$ cat config.mk
export PLATFORM = sky130hd
export DESIGN_NAME = tick_watchdog
export DESIGN_NICKNAME = d
export VERILOG_FILES = /design/src/rtl/tickdog_pkg.sv /design/src/rtl/tdg_rst_sync.sv /design/src/rtl/tdg_divider.sv /design/src/rtl/tdg_stall.sv /design/src/rtl/tdg_watchdog.sv /design/src/rtl/tick_watchdog.sv
export SDC_FILE = /design/constraint.sdc
export NUM_CORES = 1
export LEC_CHECK = 0
export ABC_AREA = 1
export ABC_CLOCK_PERIOD_IN_PS = 1450
export BUFFER_PORTS_ARGS = -buffer_cell sky130_fd_sc_hd__buf_2
export CELL_PAD_IN_SITES_DETAIL_PLACEMENT = 1
export CELL_PAD_IN_SITES_GLOBAL_PLACEMENT = 1
export CORE_MARGIN = 4
export CORE_UTILIZATION = 43
export DETAILED_ROUTE_END_ITERATION = 10
export GPL_TIMING_DRIVEN = 0
export PLACE_DENSITY = 0.76
export SLEW_MARGIN = 20
export SYNTH_ARGS = -nofsm -noshare
export SYNTH_HDL_FRONTEND = slang
export SYNTH_HIERARCHICAL = 1
export SYNTH_SLANG_ARGS = --single-unit
$ cat constraint.sdc
create_clock -name clk -period 1.45 [get_ports clk]
set_clock_uncertainty 0.15 [all_clocks]
set_input_delay 0.145 -clock clk [delete_from_list [all_inputs] [get_ports clk]]
set_output_delay 0.145 -clock clk [all_outputs]
set_load 0.05 [all_outputs]
$ cat src/rtl/tickdog_pkg.sv
package tickdog_pkg;

  typedef enum logic {
    ST_RUN  = 1'b0,
    ST_WAIT = 1'b1
  } stall_state_e;

  // bit width needed to hold values 0 .. n-1, at least one bit
  function automatic int unsigned span_bits(input int unsigned n);
    return (n <= 2) ? 1 : $clog2(n);
  endfunction

endpackage

$ cat src/rtl/tdg_rst_sync.sv
module tdg_rst_sync (
  input  logic clk,
  input  logic rst_n,
  output logic rst_sn
);

  logic stage1_q;
  logic stage2_q;

  always_ff @(posedge clk or negedge rst_n) begin
    if (!rst_n) begin
      stage1_q <= 1'b0;
      stage2_q <= 1'b0;
    end else begin
      stage1_q <= 1'b1;
      stage2_q <= stage1_q;
    end
  end

  assign rst_sn = stage2_q;

endmodule

$ cat src/rtl/tdg_divider.sv
module tdg_divider #(
  parameter int unsigned DIV_RATIO = 65789
) (
  input  logic clk,
  input  logic rst_n,
  output logic tick_o
);
  import tickdog_pkg::*;

  localparam int unsigned CNT_W = span_bits(DIV_RATIO);
  localparam logic [CNT_W-1:0] LAST = CNT_W'(DIV_RATIO - 1);

  logic [CNT_W-1:0] cnt_q;
  logic [CNT_W-1:0] cnt_d;
  logic             at_last;

  assign at_last = (cnt_q == LAST);

  always_comb begin
    cnt_d = cnt_q;
    if (at_last) cnt_d = '0;
    else         cnt_d = cnt_q + 1'b1;
  end

  always_ff @(posedge clk or negedge rst_n) begin
    if (!rst_n) cnt_q <= '0;
    else        cnt_q <= cnt_d;
  end

  assign tick_o = at_last;

  // a tick never lasts more than one cycle
  p_single_tick_r1: assert property (@(posedge clk) disable iff (!rst_n)
    tick_o |=> !tick_o);

  // the count never leaves its range
  p_cnt_range_r1: assert property (@(posedge clk) disable iff (!rst_n)
    cnt_q <= LAST);

endmodule

$ cat src/rtl/tdg_stall.sv
module tdg_stall (
  input  logic clk,
  input  logic rst_n,
  input  logic wait_req_i,
  input  logic tick_i,
  input  logic hold_i,
  output logic stall_o
);
  import tickdog_pkg::*;

  stall_state_e st_q;
  stall_state_e st_d;

  always_comb begin
    st_d = st_q;
    if (hold_i) begin
      st_d = ST_RUN;
    end else begin
      case (st_q)
        ST_RUN:  if (wait_req_i) st_d = ST_WAIT;
        ST_WAIT: if (tick_i)     st_d = ST_RUN;
        default: st_d = ST_RUN;
      endcase
    end
  end

  always_ff @(posedge clk or negedge rst_n) begin
    if (!rst_n) st_q <= ST_RUN;
    else        st_q <= st_d;
  end

  assign stall_o = (st_q == ST_WAIT);

  // a wait request while running raises the stall
  p_stall_rise_r3: assert property (@(posedge clk) disable iff (!rst_n)
    (wait_req_i && !stall_o && !hold_i) |=> stall_o);

  // a tick releases the stall on the next cycle
  p_stall_release_r3: assert property (@(posedge clk) disable iff (!rst_n)
    (stall_o && tick_i) |=> !stall_o);

  // without a tick the stall holds, whatever wait_req does
  p_stall_hold_r4: assert property (@(posedge clk) disable iff (!rst_n)
    (stall_o && !tick_i && !hold_i) |=> stall_o);

  // a watchdog reset drops any pending stall
  p_hold_clears_r8: assert property (@(posedge clk) disable iff (!rst_n)
    hold_i |=> !stall_o);

endmodule

$ cat src/rtl/tdg_watchdog.sv
module tdg_watchdog #(
  parameter int unsigned MISS_LIMIT = 3,
  parameter int unsigned RST_CYCLES = 16
) (
  input  logic clk,
  input  logic rst_n,
  input  logic tick_i,
  input  logic kick_i,
  output logic wdog_rst_o
);
  import tickdog_pkg::*;

  localparam int unsigned MISS_W  = span_bits(MISS_LIMIT);
  localparam int unsigned PULSE_W = span_bits(RST_CYCLES + 1);
  localparam logic [MISS_W-1:0]  MISS_TOP   = MISS_W'(MISS_LIMIT - 1);
  localparam logic [PULSE_W-1:0] PULSE_LOAD = PULSE_W'(RST_CYCLES);

  logic [MISS_W-1:0]  miss_q;
  logic [MISS_W-1:0]  miss_d;
  logic [PULSE_W-1:0] pulse_q;
  logic [PULSE_W-1:0] pulse_d;
  logic               active;
  logic               fire;
  logic               miss_en;
  logic               pulse_en;

  assign active = (pulse_q != '0);
  assign fire   = !active && !kick_i && tick_i && (miss_q == MISS_TOP);

  // missed-tick counter: kick wins over tick, reset pulse freezes it at zero
  always_comb begin
    miss_en = active || kick_i || tick_i;
    miss_d  = miss_q;
    if (active || kick_i)        miss_d = '0;
    else if (tick_i) begin
      if (miss_q == MISS_TOP)    miss_d = '0;
      else                       miss_d = miss_q + 1'b1;
    end
  end

  // reset pulse length counter
  always_comb begin
    pulse_en = fire || active;
    pulse_d  = pulse_q;
    if (fire)        pulse_d = PULSE_LOAD;
    else if (active) pulse_d = pulse_q - 1'b1;
  end

  always_ff @(posedge clk or negedge rst_n) begin
    if (!rst_n)       miss_q <= '0;
    else if (miss_en) miss_q <= miss_d;
  end

  always_ff @(posedge clk or negedge rst_n) begin
    if (!rst_n)        pulse_q <= '0;
    else if (pulse_en) pulse_q <= pulse_d;
  end

  assign wdog_rst_o = active;

  // a kick outside a reset pulse leaves no missed ticks
  p_kick_clears_r5: assert property (@(posedge clk) disable iff (!rst_n)
    (kick_i && !active) |=> (miss_q == '0));

  // a reset pulse starts only on an unkicked tick
  p_fire_on_tick_r6: assert property (@(posedge clk) disable iff (!rst_n)
    $rose(wdog_rst_o) |-> ($past(tick_i) && !$past(kick_i)));

  // kick coinciding with a tick cannot start a pulse
  p_kick_wins_r7: assert property (@(posedge clk) disable iff (!rst_n)
    (kick_i && tick_i && !active) |=> (!wdog_rst_o && miss_q == '0));

  // ticks during the pulse are not counted
  p_no_count_in_pulse_r8: assert property (@(posedge clk) disable iff (!rst_n)
    active |=> (miss_q == '0));

endmodule

$ cat src/rtl/tick_watchdog.sv
module tick_watchdog #(
  parameter int unsigned DIV_RATIO  = 65789,
  parameter int unsigned MISS_LIMIT = 3,
  parameter int unsigned RST_CYCLES = 16
) (
  input  logic clk,
  input  logic rst_n,
  input  logic wait_req,
  input  logic kick,
  output logic stall,
  output logic tick,
  output logic wdog_rst
);

  logic rst_sn;
  logic tick_w;
  logic wdog_w;

  tdg_rst_sync u_rst_sync (
    .clk    (clk),
    .rst_n  (rst_n),
    .rst_sn (rst_sn)
  );

  tdg_divider #(
    .DIV_RATIO (DIV_RATIO)
  ) u_divider (
    .clk    (clk),
    .rst_n  (rst_sn),
    .tick_o (tick_w)
  );

  tdg_watchdog #(
    .MISS_LIMIT (MISS_LIMIT),
    .RST_CYCLES (RST_CYCLES)
  ) u_watchdog (
    .clk        (clk),
    .rst_n      (rst_sn),
    .tick_i     (tick_w),
    .kick_i     (kick),
    .wdog_rst_o (wdog_w)
  );

  tdg_stall u_stall (
    .clk        (clk),
    .rst_n      (rst_sn),
    .wait_req_i (wait_req),
    .tick_i     (tick_w),
    .hold_i     (wdog_w),
    .stall_o    (stall)
  );

  assign tick     = tick_w;
  assign wdog_rst = wdog_w;

endmodule

==> flow_metrics.env <==
export IMPL_leakage_nw=0.941
export IMPL_initial_core_util=0.464
export IMPL_maxCapViolCount=0
export IMPL_layout_drive_gt1_share=0.336
export IMPL_place_gp_congestion=0.766
export IMPL_grt_overflow_total=0
export IMPL_worstPathMaxFanout=3
export IMPL_grt_max_degree=26
export IMPL_cts_root_buf="clkbuf_4"
export IMPL_violations="setup timing"
export IMPL_status="complete, but fails checks"
export IMPL_fin_crit_ns=1.82
export IMPL_grt_use_total=0.196
export IMPL_maxSlewHeadroom=0.625
export IMPL_grt_pass1_wl_um=6500
export IMPL_rsz0062_at_grt="true"
export IMPL_start_kind="flip-flop"
export IMPL_min_period_over_period=1.26
export IMPL_yosys_warnings=6
export IMPL_postRouteAntennaNets=0
export IMPL_yosysUniqueCellTypes=24
export IMPL_cts_buffer_depth=2
export IMPL_core_um2=3130
export IMPL_clkLatencyLatePin_ns=0.35
export IMPL_dp_hpwl_um=2340
export IMPL_pin_count=7
export IMPL_wire_per_inst_um=16.2
export IMPL_syn_nets=187
export IMPL_grt_pass1_vias=1404
export IMPL_ys_seq_elements=27
export IMPL_drc=0
export IMPL_dpl_instance_area_um2=1540
export IMPL_setup_violations=22
export IMPL_fp_row_count=20
export IMPL_hold_violations=0
export IMPL_required_ns=1.15
export IMPL_path_class="reg2out"
export IMPL_avgSynthCellArea_um2=8.06
export IMPL_first_pass_iters=4
export IMPL_max_freq_ghz=0.548
export IMPL_die_w_um=66.1
export IMPL_cts_max_level=1
export IMPL_end_kind="output pin"
export IMPL_fin_area_um2=1880
export IMPL_num_fill_cells=388
export IMPL_powerDensity_nw_per_um2=608
export IMPL_yosysSeqAreaShare=0.466
export IMPL_area_growth_syn_to_layout_pct=29.3
export IMPL_critPathArrivalTime_ns=1.53
export IMPL_dr_total_vias=1288
export IMPL_vdd_ir_drop_max_mv=0.404
export IMPL_drtIter0Drc=55
export IMPL_setup_ws_ns=-0.375
export IMPL_netlist_area_um2=1450
export IMPL_die_h_um=66.1
export IMPL_antenna_found_initial=0
export IMPL_diodes=0
export IMPL_vias_per_cell=4.99
export IMPL_hold_class="in2reg"
export IMPL_routed_wl_um=4190
export IMPL_port_buffers=6
export IMPL_syn_inst=180
export IMPL_finalPower_w=0.00114
export IMPL_clkSinkCount=27
export IMPL_final_nets=222
export IMPL_worstMarginPinSlew_ns=0.562
export IMPL_clk_pin_slew_ns=0.15
export IMPL_die_area_um2=4370
export IMPL_slew_viol_final=0
export IMPL_cts_buffers=3
export IMPL_cts_tree="built"
[routing by layer]
metal  track usage  share of wire  up-vias
li1              -              -      614
met1         0.234           0.41      641
met2         0.359           0.52       20
met3        0.0289          0.020       13
met4        0.0609          0.044        0
met5             0              0        -
[layout by cell type, fill, tap and decap left out, types with 3 or more instances in the layout]
master and n:
buf_4 21, inv_2 9, nand2_2 6, nor2_2 6, nand2_1 38, inv_1 23
nand3_1 7, xor2_1 7, xnor2_1 3, nor2_1 25, nor2_4 5, nand3_2 4
nand3_4 3, dfrtp_1 25, nand4_1 4, dlygate4sd3_1 3, clkbuf_4 3, buf_2 4
[cell families (layout without fill, tap and decap cells)]
| logic type | count (synthesis) | after routing | share of synthesized area |
|---|---|---|---|
| adders and majority gates | 3 | 3 | 0.0259 |
| other | 1 | 1 | 0.00258 |
| xor gates and xnor gates | 10 | 10 | 0.0603 |
| buffers and inverters | 33 | 67 | 0.0871 |
| DFF | 27 | 27 | 0.466 |
| and+or+nand+nor | 102 | 102 | 0.341 |
| AOI/OAI and AO/OA | 4 | 4 | 0.0172 |
[per-stage QoR]
stage / std cells / setup TNS [ns] / setup WS [ns] / hold slack, ns / util
floorplan: 180 / -0.203 / -0.0954 / -0.301 / -
global placement: 230 / -0.839 / -0.181 / -0.220 / 0.494
detailed placement: 230 / -1.44 / -0.264 / -0.217 / 0.494
CTS: 249 / -3.66 / -0.341 / 0.0696 / 0.557
global route: 258 / -6.49 / -0.485 / 0.0752 / 0.600
finish: 258 / -4.11 / -0.375 / 0.0738 / 0.600
[state kept, by name, summed over array words and instances (netlist names)]
signal               flops
u_watchdog/pulse_q       5
u_rst_sync/stage1_q      1
u_rst_sync/rst_sn        1
u_watchdog/miss_q        2
u_divider/cnt_q         17
u_stall/stall_o          1
[report_power, final]
part | internal (W) | switching, W | total (W)
logic | 0.0000104 | 0.00000849 | 0.0000189
registers | 0.000756 | 0.0000137 | 0.000770
clock network | 0.000109 | 0.000243 | 0.000352
total | 0.000875 | 0.000266 | 0.00114
[cells in the mapped netlist]
master | count | area share
ha_1 | 3 | 0.026
nor2_1 | 27 | 0.070
xor2_1 | 7 | 0.042
inv_4 | 1 | 0.0043
inv_2 | 5 | 0.013
nor2_2 | 6 | 0.026
nor2_4 | 3 | 0.023
o21bai_1 | 2 | 0.010
nor3_2 | 1 | 0.0069
nand3b_1 | 1 | 0.0052
dfrtp_1 | 27 | 0.47
nand3_4 | 1 | 0.012
nand4_1 | 4 | 0.017
nand3_2 | 2 | 0.014
o21ai_1 | 1 | 0.0034
a21oi_1 | 1 | 0.0034
nand2_2 | 2 | 0.0086
xnor2_1 | 3 | 0.018
nor3_1 | 1 | 0.0034
nand2_1 | 42 | 0.11
nand4_2 | 1 | 0.0086
inv_1 | 27 | 0.070
nand3_1 | 11 | 0.038
conb_1 | 1 | 0.0026
[final timing paths]
check | startpoint | end | slack, ns | cells after the start
worst max-delay path | u_divider/cnt_q[5] | tick | -0.37 | 7
worst min-delay path | kick | u_watchdog/pulse_q[0] | 0.07 | 5
worst max register to register | u_divider/cnt_q[5] | u_watchdog/pulse_q[4] | -0.34 | 10
worst min register to register | u_rst_sync/rst_sn | u_divider/cnt_q[15] | 0.12 | 0
max in group asynchronous | rst_n | u_rst_sync/rst_sn | 0.53 | 3
min in group asynchronous | u_rst_sync/rst_sn | u_divider/cnt_q[15] | 0.12 | 0
[area by class of cell]
class                   count  area, um^2  share of cell area
well taps                  44        55.1              0.0293
inverters                  33         131              0.0700
clock buffers               4        26.3              0.0140
multi-input cells         120         748               0.399
repair buffers             30         238               0.127
flip-flops and latches     27         678               0.361
[critical path, stage by stage, from the launching register on]
cell	delay (ns)
dfrtp_1	0.42
nand2_2	0.10
inv_2	0.09
nand2_1	0.12
nor2_2	0.14
nand2_2	0.11
inv_8	0.07
buf_8	0.13
[timing repair]
action | 4_1_cts | 5_1_grt
hold buffers | 3 | 0
resized for setup | 15 | 15
endpoints found under the setup margin | 21 | 22
buffers inserted | 12 | 10
hold endpoints to repair | 3 | 0
pin swaps | 6 | 10
Note: power is estimated with default switching activity, not from simulation.
